--- src/rtl/pcm_tsa_pkg.sv ---
package pcm_tsa_pkg;

    localparam logic [1:0] ADDR_TX   = 2'd0;
    localparam logic [1:0] ADDR_RX   = 2'd1;
    localparam logic [1:0] ADDR_MODE = 2'd2;

    localparam int CFG_EN_BIT = 7;
    localparam int CFG_PS_BIT = 6;

    typedef enum logic [2:0] {
        SIDE_OFF,
        SIDE_HOLD,
        SIDE_WAIT1,
        SIDE_WAIT2,
        SIDE_LIVE
    } side_state_e;

endpackage

--- src/rtl/pcm_frame_timer.sv ---
module pcm_frame_timer #(
    parameter int SLOT_W = 6,
    parameter int BIT_W  = 3
) (
    input  logic                     clk,
    input  logic                     rst_n,
    input  logic                     fs,
    input  logic                     delayed,
    output logic                     frame_start,
    output logic                     running,
    output logic [SLOT_W+BIT_W-1:0]  pos
);
    localparam int PW = SLOT_W + BIT_W;
    localparam logic [PW-1:0] LAST_POS = '1;

    logic fs_q;
    logic pre_q;

    assign frame_start = fs && !fs_q;

    always_ff @(posedge clk or negedge rst_n) begin
        if (!rst_n) begin
            fs_q    <= 1'b0;
            pre_q   <= 1'b0;
            running <= 1'b0;
            pos     <= '0;
        end else begin
            fs_q <= fs;
            if (frame_start) begin
                pos <= '0;
                if (delayed) begin
                    pre_q   <= 1'b1;
                    running <= 1'b0;
                end else begin
                    pre_q   <= 1'b0;
                    running <= 1'b1;
                end
            end else if (pre_q) begin
                pre_q   <= 1'b0;
                running <= 1'b1;
                pos     <= '0;
            end else if (running) begin
                if (pos == LAST_POS) begin
                    running <= 1'b0;
                end else begin
                    pos <= pos + 1'b1;
                end
            end
        end
    end
endmodule

--- src/rtl/pcm_side_ctl.sv ---
module pcm_side_ctl
    import pcm_tsa_pkg::*;
#(
    parameter int SLOT_W = 6
) (
    input  logic              clk,
    input  logic              rst_n,
    input  logic              write_hit,
    input  logic              commit,
    input  logic [7:0]        cfg_byte,
    input  logic              frame_start,
    output logic              live,
    output logic              port_sel,
    output logic [SLOT_W-1:0] slot
);
    side_state_e state_q, state_d;

    always_ff @(posedge clk or negedge rst_n) begin
        if (!rst_n) begin
            state_q  <= SIDE_OFF;
            port_sel <= 1'b0;
            slot     <= '0;
        end else begin
            state_q <= state_d;
            if (commit) begin
                port_sel <= cfg_byte[CFG_PS_BIT];
                slot     <= cfg_byte[SLOT_W-1:0];
            end
        end
    end

    always_comb begin
        state_d = state_q;
        unique case (state_q)
            SIDE_OFF:   if (write_hit) state_d = SIDE_HOLD;
            SIDE_HOLD:  if (commit)    state_d = cfg_byte[CFG_EN_BIT] ? SIDE_WAIT1 : SIDE_OFF;
            SIDE_WAIT1: if (write_hit) state_d = SIDE_HOLD;
                        else if (frame_start) state_d = SIDE_WAIT2;
            SIDE_WAIT2: if (write_hit) state_d = SIDE_HOLD;
                        else if (frame_start) state_d = SIDE_LIVE;
            SIDE_LIVE:  if (write_hit) state_d = SIDE_HOLD;
            default:    state_d = SIDE_OFF;
        endcase
    end

    always_comb begin
        live = (state_q == SIDE_LIVE);
    end
endmodule

--- src/rtl/pcm_slot_port.sv ---
module pcm_slot_port
    import pcm_tsa_pkg::*;
#(
    parameter int SLOT_W   = 6,
    parameter int SAMPLE_W = 8,
    parameter int NPORT    = 2
) (
    input  logic                clk,
    input  logic                rst_n,
    input  logic                ctl_cs_n,
    input  logic [1:0]          ctl_addr,
    input  logic [7:0]          ctl_data,
    input  logic                fsx,
    input  logic                fsr,
    input  logic [SAMPLE_W-1:0] tx_sample,
    output logic [NPORT-1:0]    dx_data,
    output logic [NPORT-1:0]    dx_oe,
    input  logic [NPORT-1:0]    dr,
    output logic [SAMPLE_W-1:0] rx_sample,
    output logic                rx_valid
);
    localparam int BIT_W = $clog2(SAMPLE_W);
    localparam int PW    = SLOT_W + BIT_W;
    localparam logic [BIT_W-1:0] LAST_BIT = BIT_W'(SAMPLE_W - 1);

    // control write capture
    logic       cs_q;
    logic [1:0] addr_h;
    logic [7:0] data_h;
    logic       delayed_q;
    logic       commit;

    assign commit = ctl_cs_n && !cs_q;

    always_ff @(posedge clk or negedge rst_n) begin
        if (!rst_n) begin
            cs_q      <= 1'b1;
            addr_h    <= '0;
            data_h    <= '0;
            delayed_q <= 1'b0;
        end else begin
            cs_q <= ctl_cs_n;
            if (!ctl_cs_n) begin
                addr_h <= ctl_addr;
                data_h <= ctl_data;
            end
            if (commit && addr_h == ADDR_MODE) begin
                delayed_q <= data_h[0];
            end
        end
    end

    // per-side timing and control
    logic              tx_fstart, rx_fstart, tx_run, rx_run;
    logic [PW-1:0]     tx_pos, rx_pos;
    logic              tx_live, rx_live, tx_ps, rx_ps;
    logic [SLOT_W-1:0] tx_slot, rx_slot;

    pcm_frame_timer #(.SLOT_W(SLOT_W), .BIT_W(BIT_W)) u_tx_timer (
        .clk(clk), .rst_n(rst_n), .fs(fsx), .delayed(delayed_q),
        .frame_start(tx_fstart), .running(tx_run), .pos(tx_pos)
    );
    pcm_frame_timer #(.SLOT_W(SLOT_W), .BIT_W(BIT_W)) u_rx_timer (
        .clk(clk), .rst_n(rst_n), .fs(fsr), .delayed(delayed_q),
        .frame_start(rx_fstart), .running(rx_run), .pos(rx_pos)
    );
    pcm_side_ctl #(.SLOT_W(SLOT_W)) u_tx_ctl (
        .clk(clk), .rst_n(rst_n),
        .write_hit(!ctl_cs_n && ctl_addr == ADDR_TX),
        .commit(commit && addr_h == ADDR_TX),
        .cfg_byte(data_h), .frame_start(tx_fstart),
        .live(tx_live), .port_sel(tx_ps), .slot(tx_slot)
    );
    pcm_side_ctl #(.SLOT_W(SLOT_W)) u_rx_ctl (
        .clk(clk), .rst_n(rst_n),
        .write_hit(!ctl_cs_n && ctl_addr == ADDR_RX),
        .commit(commit && addr_h == ADDR_RX),
        .cfg_byte(data_h), .frame_start(rx_fstart),
        .live(rx_live), .port_sel(rx_ps), .slot(rx_slot)
    );

    // transmit path
    logic [SLOT_W-1:0]   tx_slot_eff;
    logic                tx_in, tx_first, tx_bit;
    logic [SAMPLE_W-1:0] tx_sh;

    assign tx_slot_eff = delayed_q ? tx_slot : '0;
    assign tx_in    = tx_live && tx_run && (tx_pos[PW-1:BIT_W] == tx_slot_eff);
    assign tx_first = tx_in && (tx_pos[BIT_W-1:0] == '0);
    assign tx_bit   = tx_first ? tx_sample[SAMPLE_W-1] : tx_sh[SAMPLE_W-1];

    always_ff @(posedge clk or negedge rst_n) begin
        if (!rst_n) begin
            tx_sh <= '0;
        end else if (tx_first) begin
            tx_sh <= tx_sample << 1;
        end else if (tx_in) begin
            tx_sh <= tx_sh << 1;
        end
    end

    for (genvar p = 0; p < NPORT; p++) begin : g_dx
        assign dx_oe[p]   = tx_in && (tx_ps == 1'(p));
        assign dx_data[p] = dx_oe[p] && tx_bit;
    end

    // receive path
    logic [SLOT_W-1:0]   rx_slot_eff;
    logic                rx_in, rx_bit;
    logic [SAMPLE_W-1:0] rx_sh;

    assign rx_slot_eff = delayed_q ? rx_slot : '0;
    assign rx_in = rx_live && rx_run && (rx_pos[PW-1:BIT_W] == rx_slot_eff);

    if (NPORT > 1) begin : g_rx_sel
        assign rx_bit = rx_ps ? dr[1] : dr[0];
    end else begin : g_rx_one
        assign rx_bit = dr[0];
    end

    always_ff @(posedge clk or negedge rst_n) begin
        if (!rst_n) begin
            rx_sh     <= '0;
            rx_sample <= '0;
            rx_valid  <= 1'b0;
        end else begin
            rx_valid <= 1'b0;
            if (rx_in) begin
                rx_sh <= {rx_sh[SAMPLE_W-2:0], rx_bit};
                if (rx_pos[BIT_W-1:0] == LAST_BIT) begin
                    rx_sample <= {rx_sh[SAMPLE_W-2:0], rx_bit};
                    rx_valid  <= 1'b1;
                end
            end
        end
    end
endmodule

--- config.mk ---
export PLATFORM = sky130hd
export DESIGN_NAME = pcm_slot_port
export DESIGN_NICKNAME = d
export VERILOG_FILES = /design/src/rtl/pcm_tsa_pkg.sv /design/src/rtl/pcm_frame_timer.sv /design/src/rtl/pcm_side_ctl.sv /design/src/rtl/pcm_slot_port.sv
export SDC_FILE = /design/constraint.sdc
export NUM_CORES = 1
export LEC_CHECK = 0
export BUFFER_PORTS_ARGS = -buffer_cell sky130_fd_sc_hd__buf_2
export CORE_MARGIN = 8
export CORE_UTILIZATION = 63
export DETAILED_ROUTE_END_ITERATION = 12
export HOLD_SLACK_MARGIN = 0.15
export PLACE_DENSITY = 0.93
export SLEW_MARGIN = 20
export SYNTH_ARGS = -nofsm -noshare
export SYNTH_HDL_FRONTEND = slang
export SYNTH_HIERARCHICAL = 1
export SYNTH_SLANG_ARGS = --single-unit
--- constraint.sdc ---
create_clock -name clk -period 3.5 [get_ports clk]
set_clock_uncertainty 0.05 [all_clocks]
set_input_delay 0.175 -clock clk [delete_from_list [all_inputs] [get_ports clk]]
set_output_delay 0.175 -clock clk [all_outputs]
set_load 0.03 [all_outputs]
Word-level counts from Yosys, hierarchy flattened
Index checks and enable logic that the tools add are counted.
Operators by class
  equal/unequal tests: 26
  bitwise operators: 1
  reduce and logical (&&, ||, !) cells: 36
  add/sub/neg operators: 2
  mux-type cells: 43
Operators by type and width (number)
  $mux 9: 8
  $mux 3: 12
  $pmux 3 s4: 2
  $add 9x1->9 const B: 2
  $eq 9x9->1 const B: 2
  $ne 3x2->1 const B: 6
  $logic_and 1x1->1: 17
  $mux 1: 16
  $mux 8: 2
  $eq 3x2->1 const B: 4
  $eq 6x6->1: 2
  $mux 6: 2
  $eq 3x3->1 const B: 3
  $logic_not 3->1: 3
  $ne 2x1->1 const B: 4
  $reduce_and 4->1: 2
  $eq 3x1->1 const B: 2
  $reduce_and 2->1: 3
  $reduce_bool 3->1: 2
  $eq 2x1->1 const B: 2
  $logic_not 1->1: 4
  $logic_not 2->1: 2
  $reduce_or 2->1: 2
  $eq 2x2->1 const B: 1
  3 further kinds: 3
Word-level totals
  output and inout bits: 13
  word-level logic and storage cells: 130
  register bits after elaboration: 80
  bits of input ports: 25

Longest topological paths before layout
Gate-level depths: netlist of the first run.
  depth after elaboration: 6
  mapped depth: 8
  mapped depth without buffers: 7

Hierarchy
The synthesis of the first run kept the hierarchy.
By module, submodules not included
  pcm_slot_port: cells each 137, instances 1, area each 1756.7 µm²
  pcm_frame_timer: cells each 54, instances 2, area each 570.5 µm²
  pcm_side_ctl: cells each 34, instances 2, area each 431.7 µm²

Worst setup path before layout of the first run
No wires, ideal clock.
  path type: flip-flop to output port
  from: register delayed_q
  to: output dx_data[0]
  data required time: 3.275 ns
  buffers on the path: 2
  data arrival time: 2.278 ns
  cell stages (with the launch flop): 6
  path slack: 0.997 ns
  cells stage by stage: dfrtp_1 buf_2 o31a_1 a2111oi_2 buf_2 nor3b_1
On the way
  word-level cells in the longest chain between the ends: 6
Ends and longest elaborated chain
  start: declaration: line pcm_slot_port.sv:30  | logic delayed_q;
  start signal: assignment: line pcm_slot_port.sv:48  | delayed_q <= data_h[0];
  $mux 6 *: line pcm_slot_port.sv:87  | assign tx_slot_eff = delayed_q ? tx_slot : '0;
  $eq 6x6->1 *: line pcm_slot_port.sv:88  | assign tx_in = tx_live && tx_run && (tx_pos[PW-1:BIT_W] == tx_slot_eff);
  $logic_and 1x1->1 *: line pcm_slot_port.sv:88
  $logic_and 1x1->1: line pcm_slot_port.sv:89  | assign tx_first = tx_in && (tx_pos[BIT_W-1:0] == '0);
  $mux 1: line pcm_slot_port.sv:90  | assign tx_bit = tx_first ? tx_sample[SAMPLE_W-1] : tx_sh[SAMPLE_W-1];
  $logic_and 1x1->1 *: line pcm_slot_port.sv:104  | assign dx_data[p] = dx_oe[p] && tx_bit;
  end: declaration: line pcm_slot_port.sv:16  | output logic [NPORT-1:0] dx_data,
Mark *: on every way between the ends. The rest lies on a longest branch, timed or not.

Worst setup path in the final report of the first run
  from: register u_tx_ctl.state_q[1]
  to: output dx_data[0]
On the way
  word-level cells in the longest chain between the ends: 6
Ends and longest elaborated chain
  start: declaration: line pcm_side_ctl.sv:16  | side_state_e state_q, state_d;
  start signal: assignment: line pcm_side_ctl.sv:24  | state_q <= state_d;
  $eq 3x3->1 *: line pcm_side_ctl.sv:47  | live = (state_q == SIDE_LIVE);
  named net tx_live: line pcm_slot_port.sv:56  | logic tx_live, rx_live, tx_ps, rx_ps;
  $logic_and 1x1->1 * (2 in a row): line pcm_slot_port.sv:88
  $logic_and 1x1->1: line pcm_slot_port.sv:89
  $mux 1: line pcm_slot_port.sv:90
  $logic_and 1x1->1 *: line pcm_slot_port.sv:104
The timed path passes the listed nets; every way through them passes the cells marked *.

==> flow_summary.yaml, run 1 <==
clocking:
  holdBufCountCts: 20
  numCtsBuffers: 9
  cts_tree: "yes"
  clockRootBuffer: "clkbuf_8"
  clkSlewWorstSetupHoldPaths_ps: 90
  htreeDepth: 3
  cts_setup_buffers: 0
  cts.repair.resized: 0
  cts_buffer_depth: 2
  clkLatencyLatePin_ps: 360
  cts.sinks: 79
hold_path:
  whs_path_depth: 3
  min_delay_worst_endpoint: "rx_sample[0]$_DFFE_PN0P_"
  holdCritStartpoint: "dr[1]"
  hold_class: "primary input to flop"
logic_synthesis:
  syn_area_per_cell_um2: 12.0
  syn_nets: 342
  ys.flop_type: "dfrtp_1"
  ys_ff_latch: 79
  synth_cell_type_count: 49
  async_reset_ff_frac: 1.00
  ys_seq_area_frac: 0.526
  yosysTopAreaCellShare: 0.519
  synth_cells: 313
  syn_area_mm2: 0.00376
  synth_edf_count: 0
  synth_warnings: 6
  synth_top_area_cell: "dfrtp_1"
  yosys-top-cells-area: "dfrtp_1, mux2_2, mux2_4"
grt:
  grt_pass1_wl_mm: 12.9
  grt_usage: 0.187
  antenna_found_initial: 0
  grt_max_degree: 80
  overflow: 0
  grt_pass1_vias: 2623
die:
  core_region_area_mm2: 0.00585
  die_h_um: 93.3
  rows: 28
  die_x_um: 93.3
  start_util: 0.643
  die_area_mm2: 0.00870
  io_pins: 38
power_and_ir_drop:
  p_total_mw: 2.45
  cellLeakagePower_nw: 2.04
  ir_drop_mv: 0.336
  powerDensity_mw_per_mm2: 553
setup_path:
  cp_slowest_cell: "dfrtp_1"
  critPathBufInv: 2
  cp.arrival_ps: 2540
  r2r-end: "rx_sample[6]$_DFFE_PN0P_"
  cp.depth: 8
  reg2reg_depth: 5
  slowest_delay_ps: 460
  endpoint_kind: "primary output"
  worstPathMaxFanout: 11
  crit_type: "flop to primary output"
  rrSetupSlack_ps: 850
  crit_required_ps: 3270
  critPathTopFamily: "simple AND/OR/NAND/NOR gates"
  r2r_start: "delayed_q$_DFFE_PN0P_"
  start_kind: "flop"
  crit_chain: "nor3b_1 -> nand2_1 -> a221oi_1 -> nand2_1 -> a2111oi_2 -> buf_4 -> nor3b_1 -> buf_2"
drt:
  ant_nets: 0
  drt_iter0_markers: 225
  drc_errors: 0
  avgRoutedWirePerCell_um: 17.5
  viasPerCell: 5.81
  num_vias: 2650
  dr.pass1.iters: 4
  drt_wl_total_mm: 7.98
timing:
  tns_ps: 0
  finalSetupViolCount: 0
  finalCriticalPeriod_ps: 2760
  tightest_slew_ps: 1030
  fin_crit_sh: 0.789
  hold_violations: 0
  rsz0062_at_grt: "no"
  drv_slew: 0
  relSlewSlack: 0.313
  max_freq_mhz: 362
placed_design:
  dp.cells: 419
  place.gp.congestion: 0.788
  portBuffers: 37
  dp_hpwl_mm: 5.07
status:
  status: "completed"
finish:
  area_growth_pct: 17.6
  nets: 405
  num_antenna_cells: 0
  fin_util: 0.756
  fin_cells: 456
  nFillCells: 367
  layout-drive-gt1-share: 0.312
flow_run:
  cap_violations: 0
[cell type report]
| cell class | instances | area, um2 | share of cell area |
|---|---|---|---|
| clock buffer | 9 | 124 | 0.0280 |
| clock inverter | 7 | 78.8 | 0.0178 |
| inverter | 13 | 48.8 | 0.0110 |
| multi-input combinational | 212 | 1680 | 0.380 |
| sequential | 79 | 1980 | 0.447 |
| tap | 75 | 93.8 | 0.0212 |
| timing repair buffer | 61 | 420 | 0.0950 |
[worst max path at each step]
stage                                     from                  endpoint
6_report       u_tx_ctl/state_q[1]$_DFFE_PN0P_                dx_data[0]
5_1_grt        u_tx_ctl/state_q[1]$_DFFE_PN0P_                dx_data[0]
4_1_cts        u_tx_ctl/state_q[1]$_DFFE_PN0P_                dx_data[0]
3_5_place_dp             delayed_q$_DFFE_PN0P_  rx_sample[2]$_DFFE_PN0P_
3_3_place_gp             delayed_q$_DFFE_PN0P_  rx_sample[6]$_DFFE_PN0P_
2_1_floorplan            delayed_q$_DFFE_PN0P_                dx_data[0]
[worst register-to-register path, delay by kind of cell (launching register included)]
family	cells	cell delay (ps)
flops	1	670
mux	1	410
simple gates	1	830
compound gates	3	610
[cells in the final DEF, fill, tap and decap left out, drive strengths merged, types with 4 or more instances in the layout]
master       synthesis  final
inv                 13     15
o31ai                4      4
nand3                8      8
mux2i                6      6
clkbuf               2      9
dfrtp               78     78
or3                  6      6
buf                  7     40
nand2               12     12
nor3b                4      4
or4                  5      5
dlygate4sd3          0     21
nor2b                5      5
a21oi               17     17
nand2b               7      7
nor2                14     14
ha                   4      4
xor2                 7      7
o21ai               15     15
a31oi                4      4
nor3                 6      6
mux2                53     53
[sequential cells by signal, indices dropped and copies added, names as in the netlist, 3 cells and up]
register and cells:
data_h 8, u_rx_ctl/slot 6, u_tx_ctl/slot 6, u_tx_timer/pos 9, u_tx_ctl/state_q 3, tx_sh 7
u_rx_ctl/state_q 3, rx_sample 8, u_rx_timer/pos 9, rx_sh 7
[cell usage after synthesis, types with 2 or more instances]
cell type,number
and2b_2,2
o31ai_1,4
or3_1,4
nand2b_1,7
and2_1,3
mux2_2,45
inv_1,13
nand2_1,12
mux2i_1,6
or3_2,2
buf_6,3
nand3b_1,2
nand4b_1,3
ha_1,4
nor3_1,5
or4_1,5
buf_2,4
nor4bb_1,3
nand3_1,8
nor2_1,14
mux2_4,8
clkbuf_1,2
nor2b_1,5
xnor2_1,2
a211oi_1,2
nor3b_1,4
xor2_1,7
a21oi_1,17
a31oi_1,4
nand4_2,2
dfrtp_1,78
o21ai_0,14
and3b_1,3
[through the flow]
stage	instance area [um2]	worst slack [ps]	hold slack (ps)
after floorplan	3760	997	-171
after global placement	4010	1050	253
after detailed placement	4010	885	254
after CTS	4410	753	157
after global routing	4420	483	160
final	4420	738	159
[power breakdown]
| part | switching, mW | leakage [nW] | total, mW | internal [mW] |
|---|---|---|---|---|
| Combinational | 0.251 | 0.934 | 0.529 | 0.278 |
| Sequential | 0.171 | 1.02 | 1.23 | 1.06 |
| Clock | 0.352 | 0.0925 | 0.688 | 0.335 |
| Total | 0.774 | 2.04 | 2.45 | 1.67 |
[cell families (layout without fill, tap and decap cells)]
kind of cell | after synthesis | count (layout) | synth area share
flops | 79 | 79 | 0.526
fa+ha+maj | 4 | 4 | 0.0133
buf+inv | 22 | 90 | 0.0293
mux | 59 | 59 | 0.183
simple gates | 88 | 88 | 0.142
xor+xnor | 9 | 9 | 0.0210
compound gates | 52 | 52 | 0.0855
[routing by layer]
metal	track usage	part of all wire	up-vias
li1	-	-	1262
met1	0.241	0.45	1311
met2	0.294	0.49	67
met3	0.0409	0.047	10
met4	0.0886	0.014	0
met5	0	0	-
Note: power is estimated with default switching activity, not from simulation.
==> run 2, diff against run 1 <==
--- a/config.mk
+++ b/config.mk
@@ -7,10 +7,10 @@
 export LEC_CHECK = 0
 export BUFFER_PORTS_ARGS = -buffer_cell sky130_fd_sc_hd__buf_2
 export CORE_MARGIN = 8
-export CORE_UTILIZATION = 63
+export CORE_UTILIZATION = 59
 export DETAILED_ROUTE_END_ITERATION = 12
 export HOLD_SLACK_MARGIN = 0.15
-export PLACE_DENSITY = 0.93
+export PLACE_DENSITY = 0.89
 export SLEW_MARGIN = 20
 export SYNTH_ARGS = -nofsm -noshare
 export SYNTH_HDL_FRONTEND = slang
==> constraint.sdc (replaced) <==
create_clock -name clk -period 2.8 [get_ports clk]
set_clock_uncertainty 0.05 [all_clocks]
set_input_delay 0.14 -clock clk [delete_from_list [all_inputs] [get_ports clk]]
set_output_delay 0.14 -clock clk [all_outputs]
set_load 0.03 [all_outputs]
==> run 2 against run 1 <==
Non-clock buffer count is 4 higher. Largest power group unchanged. Sequential share of layout area is 0.42 points lower. Flip-flop and latch count stayed put. Critical path type unchanged. Combinational power is 30% higher. Highest routed layer unchanged. First-iteration DRC count is 7.6% lower. Die area is 5.6% higher. Via count is 0.30% lower. Worst setup slack worse by 480 ps. Critical path depth is 2 lower. Count of clock-buffer cells in the layout stayed put. Global-route usage is 0.79 points lower.
==> flow_summary.yaml, run 2 (synthesis gave the netlist of run 1 again) <==
timing:
  drv_slew: 0
  hold_violations: 0
  finalSetupViolCount: 0
  finalCriticalPeriod_ps: 2540
  rsz0062_at_grt: "no"
  max_freq_mhz: 393
  tns_ps: 0
  fin_crit_sh: 0.908
  relSlewSlack: 0.360
  tightest_slew_ps: 960
drt:
  drt_wl_total_mm: 7.49
  num_vias: 2642
  viasPerCell: 5.72
  avgRoutedWirePerCell_um: 16.2
  drc_errors: 0
  dr.pass1.iters: 4
  drt_iter0_markers: 208
  ant_nets: 0
power_and_ir_drop:
  p_seq_frac: 0.497
  p_sw_mw: 0.975
  switching_share: 0.316
  clkPwrFrac: 0.280
  p_int_mw: 2.11
  comb_power_share: 0.223
  cellLeakagePower_nw: 2.07
  ir_drop_mv: 0.540
  powerDensity_mw_per_mm2: 689
finish:
  layout_commonest_cell: "dfrtp_1"
  layout-drive-gt1-share: 0.319
  num_antenna_cells: 0
  nFillCells: 422
  fin_util: 0.716
  fin_cells: 462
  area_growth_pct: 18.8
  largestRegisters: "u_rx_timer/pos (9), u_tx_timer/pos (9)"
  nets: 409
  final_cell_mix: "dfrtp_1, mux2_2, buf_2"
  multi_input_area_mm2: 0.00168
  regArea_mm2: 0.00198
flow_run:
  cap_violations: 0
status:
  status: "completed"
clocking:
  cts_setup_buffers: 0
  cts_tree: "yes"
  clkSlewWorstSetupHoldPaths_ps: 90
  clockRootBuffer: "clkbuf_8"
  htreeDepth: 3
  cts.sinks: 79
  cts_buffer_depth: 2
  clkLatencyLatePin_ps: 360
  numCtsBuffers: 9
placed_design:
  place.gp.congestion: 0.793
  dp_hpwl_mm: 5.00
  dp.cells: 423
  portBuffers: 37
setup_path:
  rrSetupSlack_ps: 420
  endpoint_kind: "primary output"
  crit_required_ps: 2610
  worstPathMaxFanout: 11
  crit_type: "flop to primary output"
  crit_chain: "buf_4 -> o31a_1 -> a2111oi_2 -> buf_4 -> nor3b_1 -> buf_2"
  cpMostUsedCell: "buf_4"
  start_kind: "flop"
  cp.arrival_ps: 2350
  slowest_delay_ps: 470
  cp_slowest_cell: "dfrtp_2"
die:
  start_util: 0.603
  rows: 29
  die_area_mm2: 0.00919
  die_x_um: 95.8
  die_h_um: 95.8
  core_region_area_mm2: 0.00624
  io_pins: 38
grt:
  grt_pass1_wl_mm: 12.8
  grt_usage: 0.179
  grt_pass1_vias: 2709
  antenna_found_initial: 0
  grt_max_degree: 80
  overflow: 0
hold_path:
  hold_class: "primary input to flop"
## run 2: cell types whose count changed in the layout (fill, tap and decap cells not counted), sizes merged
| cell | delta |
|---|---|
| clkinv | +1 |
| clkinvlp | -1 |
| buf | +2 |
| dlygate4sd3 | +2 |
## run 2: worst paths after layout
kind	start	endpoint	cells past startpoint
worst max-delay path	delayed_q$_DFFE_PN0P_	dx_data[0]	6
worst min-delay path	fsr	u_rx_timer/fs_q$_DFF_PN0_	2
worst max register to register	u_rx_timer/pos[3]$_DFFE_PN0P_	rx_sample[2]$_DFFE_PN0P_	5
worst min register to register	rx_sample[2]$_DFFE_PN0P_	rx_sample[2]$_DFFE_PN0P_	1
max in group asynchronous	rst_n	delayed_q$_DFFE_PN0P_	2
min in group asynchronous	rst_n	u_tx_timer/pos[7]$_DFFE_PN0P_	2
## run 2: repair_timing
item	in CTS	in global routing
setup endpoints to repair	0	3
gates resized for setup	0	2
hold buffers	23	0
endpoints found under the hold margin	104	0
## run 2: layer usage
metal / up-vias / global-route usage / share of wire
li1: 1275 / - / -
met5: - / 0 / 0
met1: 1297 / 0.224 / 0.45
met2: 59 / 0.289 / 0.48
met3: 11 / 0.0398 / 0.050
met4: 0 / 0.0883 / 0.016
## run 2: power groups by stage
stage	combinational, mW	clock, mW	sequential, mW
after floorplan	0.518	0	1.48
after global placement	0.617	0	1.52
after detailed placement	0.655	0	1.54
after CTS	0.692	0.876	1.52
after global routing	0.777	0.924	1.56
final	0.688	0.861	1.53
## run 2: final cells by class
cell class / instances / share of cell area
clock inverter: 7 / 0.0179
timing repair buffer: 65 / 0.102
clock buffer: 9 / 0.0277
multi-input combinational: 212 / 0.377
tap: 77 / 0.0216
inverter: 13 / 0.0109
sequential: 79 / 0.443
## run 2: critical path: cells and delay by family, from the launching register on
kind,cells,cell delay (ps)
buf+inv,3,670
compound gates,2,660
flops,1,470
simple gates,1,200
## run 2: stage by stage
stage               hold slack [ps]  cell area [um2]  setup WS (ps)  total power [mW]
finish                          381             4470            256              3.08
CTS                             372             4460            184              3.09
global placement                218             4030            508              2.14
floorplan                      -206             3760            332              2.00
global route                    384             4470           23.7              3.26
detailed placement              218             4030            438              2.20
==> run 3, diff against run 2 <==
--- a/config.mk
+++ b/config.mk
@@ -9,6 +9,7 @@
 export CORE_MARGIN = 8
 export CORE_UTILIZATION = 59
 export DETAILED_ROUTE_END_ITERATION = 12
+export GPL_TIMING_DRIVEN = 0
 export HOLD_SLACK_MARGIN = 0.15
 export PLACE_DENSITY = 0.89
 export SLEW_MARGIN = 20
==> run 3 against run 2 <==
Combinational power about the same. Hold slack worse by 150 ps. Largest power group unchanged. Count of clock-buffer cells in the layout unchanged. Sequential share of layout area down 1.2 points. Register-to-register slack worse by 90 ps.
==> flow_summary.yaml, run 3 (synthesis gave the netlist of run 1 again) <==
status:
  status: "completed"
setup_path:
  endpoint_kind: "primary output"
  reg2reg_depth: 8
  worstPathMaxFanout: 7
  start_kind: "flop"
  crit_type: "flop to primary output"
  cp.arrival_ps: 2560
  r2r_start: "u_tx_ctl/state_q[0]$_DFFE_PN0P_"
  rrSetupSlack_ps: 330
  crit_required_ps: 2610
  r2r-end: "tx_sh[4]$_DFFE_PN0P_"
  crit_path_start: "u_tx_ctl/state_q[0]$_DFFE_PN0P_"
power_and_ir_drop:
  ir_drop_mv: 0.473
  p_total_mw: 3.25
  cellLeakagePower_nw: 2.12
  powerDensity_mw_per_mm2: 706
drt:
  num_vias: 2689
  avgRoutedWirePerCell_um: 16.7
  drc_errors: 0
  drt_iter0_markers: 142
  drt_wl_total_mm: 7.82
  dr.pass1.iters: 4
  viasPerCell: 5.73
  ant_nets: 0
clocking:
  clockRootBuffer: "clkbuf_8"
  cts.sinks: 79
  cts_buffer_depth: 2
  clkLatencyLatePin_ps: 350
  cts_tree: "yes"
  htreeDepth: 3
  numCtsBuffers: 9
  clkSlewWorstSetupHoldPaths_ps: 80
grt:
  grt_pass1_vias: 2708
  grt_usage: 0.179
  overflow: 0
  grt_pass1_wl_mm: 12.8
  grt_max_degree: 44
  antenna_found_initial: 0
die:
  die_h_um: 95.8
  rows: 29
  io_pins: 38
  core_region_area_mm2: 0.00624
  start_util: 0.603
  die_x_um: 95.8
  die_area_mm2: 0.00919
placed_design:
  place.gp.congestion: 0.802
  dp_hpwl_mm: 5.05
  portBuffers: 37
  dp.cells: 428
finish:
  nets: 416
  layout_commonest_cell: "dfrtp_1"
  fin_cells: 469
  num_antenna_cells: 0
  layout-drive-gt1-share: 0.334
  final_cell_mix: "dfrtp_1, mux2_2, buf_2"
  area_growth_pct: 22.4
  largestRegisters: "u_rx_timer/pos (9), u_tx_timer/pos (9)"
flow_run:
  cap_violations: 0
timing:
  fin_crit_sh: 0.981
  max_freq_mhz: 364
  finalSetupViolCount: 0
  hold_violations: 0
  drv_slew: 0
  relSlewSlack: 0.578
  tightest_slew_ps: 630
  finalCriticalPeriod_ps: 2750
hold_path:
  hold_class: "primary input to async pin"
run 3: final cells by class:
type | count | area (um2)
sequential | 79 | 1980
multi-input combinational | 212 | 1710
fill | 403 | 1640
timing repair buffer | 64 | 463
clock buffer | 9 | 124
clock inverter | 7 | 120
tap | 77 | 96.3
buffer | 8 | 62.6
inverter | 13 | 48.8
run 3: metal layers:
metal / track usage / wire length (um) / vias up
li1: - / - / 1288
met1: 0.235 / 3500 / 1327
met2: 0.288 / 3880 / 66
met3: 0.0273 / 335 / 8
met4: 0.0768 / 95 / 0
met5: 0 / 0 / -
run 3: worst max path at each step:
stage	endpoint	slack, ps
3_5_place_dp	dx_data[0]	300
6_report	dx_data[0]	50
3_3_place_gp	dx_data[0]	400
2_1_floorplan	dx_data[0]	330
5_1_grt	dx_data[0]	-8
4_1_cts	dx_data[0]	20
run 3: report_power, final:
group          switching (mW)  internal, mW  leakage, nW
registers               0.224          1.33         1.01
logic                   0.324         0.363        0.992
clock network           0.419         0.595        0.120
total                   0.968          2.28         2.12
run 3: through the flow:
step / setup WS [ps] / hold slack (ps) / cell area, um2 / TNS (ps) / utilization
2_1_floorplan: 332 / -206 / 3760 / 0 / -
3_3_place_gp: 401 / 207 / 4040 / 0 / 0.648
3_5_place_dp: 303 / 81.1 / 4070 / 0 / 0.651
4_1_cts: 17.6 / 251 / 4560 / 0 / 0.730
5_1_grt: -8.14 / 292 / 4600 / -8.14 / 0.738
6_report: 54.0 / 235 / 4600 / 0 / 0.738
run 3: repair_timing:
item	4_1_cts	5_1_grt
buffers inserted	0	3
hold buffers	23	0
hold endpoints to repair	105	0
cloned	0	0
endpoints found under the setup margin	4	4
pin swaps	0	2
gates resized for setup	3	7
run 3: worst max-delay path, cell delays in order (launching register included):
cell and delay (ps):
dfrtp_2 470, nor3b_4 230, nand2_1 90, a221oi_1 240, nand2_1 150, a2111oi_4 460, buf_6 190, nor3b_2 190
buf_4 190
